## src/rtl/exec_pkg.sv

```systemverilog
package exec_pkg;
    localparam int XLEN      = 32;
    localparam int OPW       = 6;
    localparam int FNW       = 6;
    localparam int SHW       = $clog2(XLEN);
    localparam int OP_LSB    = XLEN - OPW;

    localparam logic [OPW-1:0] OP_RTYPE = 6'd0;
    localparam logic [OPW-1:0] OP_CONDAS = 6'd47;

    typedef enum logic [FNW-1:0] {
        FN_ADD  = 6'd32,
        FN_XOR  = 6'd50,
        FN_NAND = 6'd51,
        FN_SGT  = 6'd52,
        FN_SRLV = 6'd53
    } func_e;

    typedef enum logic [1:0] {
        SRC_REG = 2'd0,
        SRC_MEM = 2'd1,
        SRC_WB  = 2'd2
    } src_e;

    typedef struct packed {
        logic mem;
        logic wb_alu;
        logic wb_load;
    } byp_t;

    typedef struct packed {
        logic [XLEN-1:0] alu;
        logic [XLEN-1:0] b;
        logic [XLEN-1:0] ir;
    } exmem_t;

    function automatic src_e pick_src(input byp_t f);
        if (f.mem)                  return SRC_MEM;
        if (f.wb_alu || f.wb_load)  return SRC_WB;
        return SRC_REG;
    endfunction
endpackage

```

## src/rtl/exec_bypass.sv

```systemverilog
module exec_bypass
    import exec_pkg::*;
#(
    parameter int W = XLEN
) (
    input  byp_t         flags,
    input  logic [W-1:0] reg_val,
    input  logic [W-1:0] mem_val,
    input  logic [W-1:0] wb_val,
    output logic [W-1:0] operand
);
    src_e sel;
    always_comb begin
        sel = pick_src(flags);
        unique case (sel)
            SRC_MEM: operand = mem_val;
            SRC_WB:  operand = wb_val;
            default: operand = reg_val;
        endcase
    end
endmodule

```

## src/rtl/exec_alu.sv

```systemverilog
module exec_alu
    import exec_pkg::*;
#(
    parameter int W = XLEN
) (
    input  logic [W-1:0] ir,
    input  logic [W-1:0] opa,
    input  logic [W-1:0] opb,
    output logic [W-1:0] result
);
    localparam int SW = $clog2(W);
    logic [OPW-1:0] opc;
    logic [FNW-1:0] fn;
    logic           a_pos;
    always_comb begin
        opc    = ir[W-1 -: OPW];
        fn     = ir[FNW-1:0];
        a_pos  = ($signed(opa) > 0);
        result = '0;
        if (opc == OP_RTYPE) begin
            case (fn)
                FN_ADD:  result = opa + opb;
                FN_XOR:  result = opa ^ opb;
                FN_NAND: result = ~(opa & opb);
                FN_SGT:  result = {{(W-1){1'b0}}, ($signed(opa) > $signed(opb))};
                FN_SRLV: result = opa >> opb[SW-1:0];
                default: result = '0;
            endcase
        end else if (opc == OP_CONDAS) begin
            result = a_pos ? (opa - opb) : (opa + opb);
        end
    end
endmodule

```

## src/rtl/exec_stage.sv

```systemverilog
module exec_stage
    import exec_pkg::*;
(
    input  logic             clk,
    input  logic             rst,
    input  logic [XLEN-1:0]  ir_in,
    input  logic [XLEN-1:0]  a_in,
    input  logic [XLEN-1:0]  b_in,
    input  logic [XLEN-1:0]  mem_alu_in,
    input  logic [XLEN-1:0]  wb_value_in,
    input  logic             fwd_a_mem,
    input  logic             fwd_a_wb_alu,
    input  logic             fwd_a_wb_load,
    input  logic             fwd_b_mem,
    input  logic             fwd_b_wb_alu,
    input  logic             fwd_b_wb_load,
    output logic [XLEN-1:0]  exmem_alu,
    output logic [XLEN-1:0]  exmem_b,
    output logic [XLEN-1:0]  exmem_ir
);
    localparam int NOPS = 2;

    byp_t            flg [NOPS];
    logic [XLEN-1:0] regv [NOPS];
    logic [XLEN-1:0] opv  [NOPS];
    logic [XLEN-1:0] alu_res;
    exmem_t          q;

    assign flg[0]  = '{mem: fwd_a_mem, wb_alu: fwd_a_wb_alu, wb_load: fwd_a_wb_load};
    assign flg[1]  = '{mem: fwd_b_mem, wb_alu: fwd_b_wb_alu, wb_load: fwd_b_wb_load};
    assign regv[0] = a_in;
    assign regv[1] = b_in;

    for (genvar i = 0; i < NOPS; i++) begin : g_byp
        exec_bypass #(.W(XLEN)) u_byp (
            .flags   (flg[i]),
            .reg_val (regv[i]),
            .mem_val (mem_alu_in),
            .wb_val  (wb_value_in),
            .operand (opv[i])
        );
    end

    exec_alu #(.W(XLEN)) u_alu (
        .ir     (ir_in),
        .opa    (opv[0]),
        .opb    (opv[1]),
        .result (alu_res)
    );

    always_ff @(posedge clk) begin
        if (rst) q <= '0;
        else     q <= '{alu: alu_res, b: opv[1], ir: ir_in};
    end

    assign exmem_alu = q.alu;
    assign exmem_b   = q.b;
    assign exmem_ir  = q.ir;
endmodule

```

## config.mk

```make
export PLATFORM = sky130hd
export DESIGN_NAME = exec_stage
export DESIGN_NICKNAME = d
export VERILOG_FILES = /design/src/rtl/exec_pkg.sv /design/src/rtl/exec_bypass.sv /design/src/rtl/exec_alu.sv /design/src/rtl/exec_stage.sv
export SDC_FILE = /design/constraint.sdc
export NUM_CORES = 1
export LEC_CHECK = 0
export BUFFER_PORTS_ARGS = -buffer_cell sky130_fd_sc_hd__buf_2
export CAP_MARGIN = 20
export CORE_ASPECT_RATIO = 1.5
export CORE_UTILIZATION = 30
export CTS_CLUSTER_DIAMETER = 80
export CTS_CLUSTER_SIZE = 40
export DETAILED_ROUTE_END_ITERATION = 16
export MAX_ROUTING_LAYER = met4
export PLACE_DENSITY = 0.51
export SLEW_MARGIN = 20
export SYNTH_ARGS = -nofsm -noshare
export SYNTH_HDL_FRONTEND = slang
export SYNTH_HIERARCHICAL = 1
export SYNTH_SLANG_ARGS = --single-unit
```

## constraint.sdc

```tcl
create_clock -name clk -period 7.2 [get_ports clk]
set_clock_uncertainty 0.2 [all_clocks]
set_input_delay 0.72 -clock clk [delete_from_list [all_inputs] [get_ports clk]]
set_output_delay 0.72 -clock clk [all_outputs]
set_load 0.01 [all_outputs]
```

==> impl_metrics.ini <==
[worst_setup_path]
crit_arrival_ns = 5.63
critical_path.startpoint = fwd_a_wb_alu
worstPathMaxFanout = 33
cp-start-kind = input port
critPathRequiredTime_ns = 7.25
critPathCapture = exmem_alu[29]$_SDFF_PP0_
critPathCaptureType = register
path_class = in2reg

[synthesis]
async_reset_ff_share_pct = 0
synth_fp_nets = 1655
seq_area_frac_synth_pct = 17.9
synth_top_family_by_area = compound AO/OA/AOI/OAI gates
netlist_instances = 1421
synth-xor-area-share_pct = 2.69
synth.avg_cell_area_um2 = 7.57
synth_compound_area_share_pct = 26.3
yosysMostFrequentCell = nand2_1
synthSimpleGateAreaFrac_pct = 25.7
netlist-cell-type-count = 84
synth_common_cells = nand2_1, inv_1, nor2b_1, a21oi_1, dfxtp_1
synthTopCellsByArea = dfxtp_1, ha_1, nor2b_1
synth_warnings = 6
netlist_area_um2 = 10800
synth_fa_ha_area_share_pct = 7.82
post-synth-top-area-fraction_pct = 17.9
synth-seq-cells = 96
synth_edf_count = 0
synth_top_area_cell = dfxtp_1
synth_ff_type = dfxtp_1
synthMuxAreaShare_pct = 10.0

[sta]
tns_ns = 0
post-route-period-util_pct = 77.6
max-slew-margin-rel_pct = 25.4
period_needed_ns = 5.58
tightest_slew_ns = 1.11
fmax_ghz = 0.179
setup_viol = 0
hold_viol = 0
slew_violations = 0
rsz0062_at_grt = false

[route]
ant_nets = 0
wire_per_inst_um = 21.0
drt_first_pass_iters = 6
dr_total_vias = 11649
wl_um = 44100
drc = 0
drtIter0Drc = 991
viasPerCell = 5.54

[placed_design]
hpwl_um = 34700
gp_congestion = 0.981
port_buffers = 263

[clock_tree]
clockRootBuffer = clkbuf_16
cts_max_level = 3
numCtsBuffers = 9
path_clk_slew_ns = 0.07
cts_tree = built
clockBufferDepth = 2
cts_sinks = 96
post_cts_resized = 0
post_cts_buffers = 0
cts_hold_buf = 0

[final_layout]
finish.net_count = 1859
drive_gt1_share_pct = 23.7
area_growth_pct = 19.9
fillers = 3774

[floorplanning]
num_rows = 84
fp.dieW_um = 157
dieArea_um2 = 36600
core_area_um2 = 35200
die_y_um = 234
io_pins = 264
initial_core_util_pct = 30.5

[grt]
overflow = 0
use_met1_pct = 29.7
grt_pass1_vias = 11267
antenna_found_initial = 1
grt_max_degree = 61
grt_pass1_wl_um = 66500
busiest_layer = met2
track_usage_pct = 24.7
met2_usage_pct = 40.6
use_met3_pct = 2.83

[power_and_ir_drop]
power.leakage_uw = 0.00575
p_total_uw = 2210
p_per_area_nw_per_um2 = 172
vdd_drop_max_mv = 0.0938

[worst_hold_path]
min_path_type = in2reg

[job]
cap_violations = 0

[status]
status = complete, no violations
## layer usage
| layer | vias to the layer above | share of wire [%] |
|---|---|---|
| met5 | - | 0 |
| met4 | 0 | 4.5 |
| met3 | 93 | 5.4 |
| met2 | 512 | 48 |
| met1 | 5450 | 43 |
| li1 | 5594 | - |
## stage by stage
stage	cell area, µm²	std cells	hold WS [ns]	util [%]	setup WS, ns
after floorplan	10800	1421	0.648	-	2.20
after global placement	12600	2087	0.733	35.7	1.34
after detailed placement	12600	2087	0.733	35.7	1.27
after CTS	12900	2102	0.327	36.5	1.69
after global routing	12900	2103	0.330	36.6	1.37
final	12900	2103	0.343	36.6	1.62
## power by group
part           switching (µW)  internal (µW)
combinational             691            430
sequential               7.97            558
clock                     253            273
total                     952           1260
## cell usage in the layout (no fill, tap or decap), drive strengths merged, types with 6 or more instances in the layout
master,count
a211oi,23
a21o,13
a21oi,97
a221oi,9
a22oi,8
a31oi,16
and2,12
and3,6
buf,307
clkbuf,9
dfxtp,96
ha,64
inv,137
mux2i,55
mux4,21
nand2,137
nand2b,14
nand3,10
nand4,10
nor2,84
nor2b,103
nor3,18
nor4,15
o21ai,67
o21bai,14
o221ai,11
o22ai,30
o311ai,66
or3,6
or4b,65
xnor2,30
## critical path, cell delays in order
cell	delay [ns]
buf_2	0.42
nor2_2	0.23
buf_4	0.25
buf_4	0.18
o311ai_1	0.79
ha_1	0.52
a2111o_1	0.44
o311ai_2	0.49
o211ai_2	0.23
a31oi_1	0.44
o221ai_1	0.23
a21oi_1	0.21
xnor2_1	0.18
o21ai_1	0.12
nor2b_1	0.16
## layout make-up
cell class | instances | area, µm² | share of cell area (%)
flip-flops and latches | 96 | 1920 | 14.9
clock inverters | 6 | 72.6 | 0.563
repair buffers | 307 | 1650 | 12.8
inverters | 135 | 507 | 3.93
diodes | 1 | 2.50 | 0.0194
well taps | 473 | 592 | 4.59
clock buffers | 9 | 225 | 1.75
multi-input cells | 1076 | 7920 | 61.4
## state kept, by name, indices dropped and copies added, names as in the netlist
register	cells
exmem_alu	32
exmem_ir	32
exmem_b	32
## kinds of logic (layout without fill, tap and decap cells)
group | after synthesis | after routing
compound gates | 403 | 403
xor+xnor | 33 | 33
fa+ha+maj | 66 | 66
buf+inv | 249 | 457
flops | 96 | 96
mux | 81 | 81
other cells | 0 | 1
simple gates | 493 | 493
## how the worst min path moves through the flow
stage	slack (ns)	end	cells past startpoint	from
after floorplan	0.65	exmem_ir[0]$_SDFF_PP0_	1	ir_in[0]
after global placement	0.73	exmem_ir[18]$_SDFF_PP0_	2	ir_in[18]
after detailed placement	0.73	exmem_ir[10]$_SDFF_PP0_	2	ir_in[10]
after CTS	0.33	exmem_ir[14]$_SDFF_PP0_	2	ir_in[14]
after global routing	0.33	exmem_ir[13]$_SDFF_PP0_	2	ir_in[13]
final	0.34	exmem_ir[14]$_SDFF_PP0_	2	ir_in[14]
No activity file was read; power rests on OpenSTA's default activity.
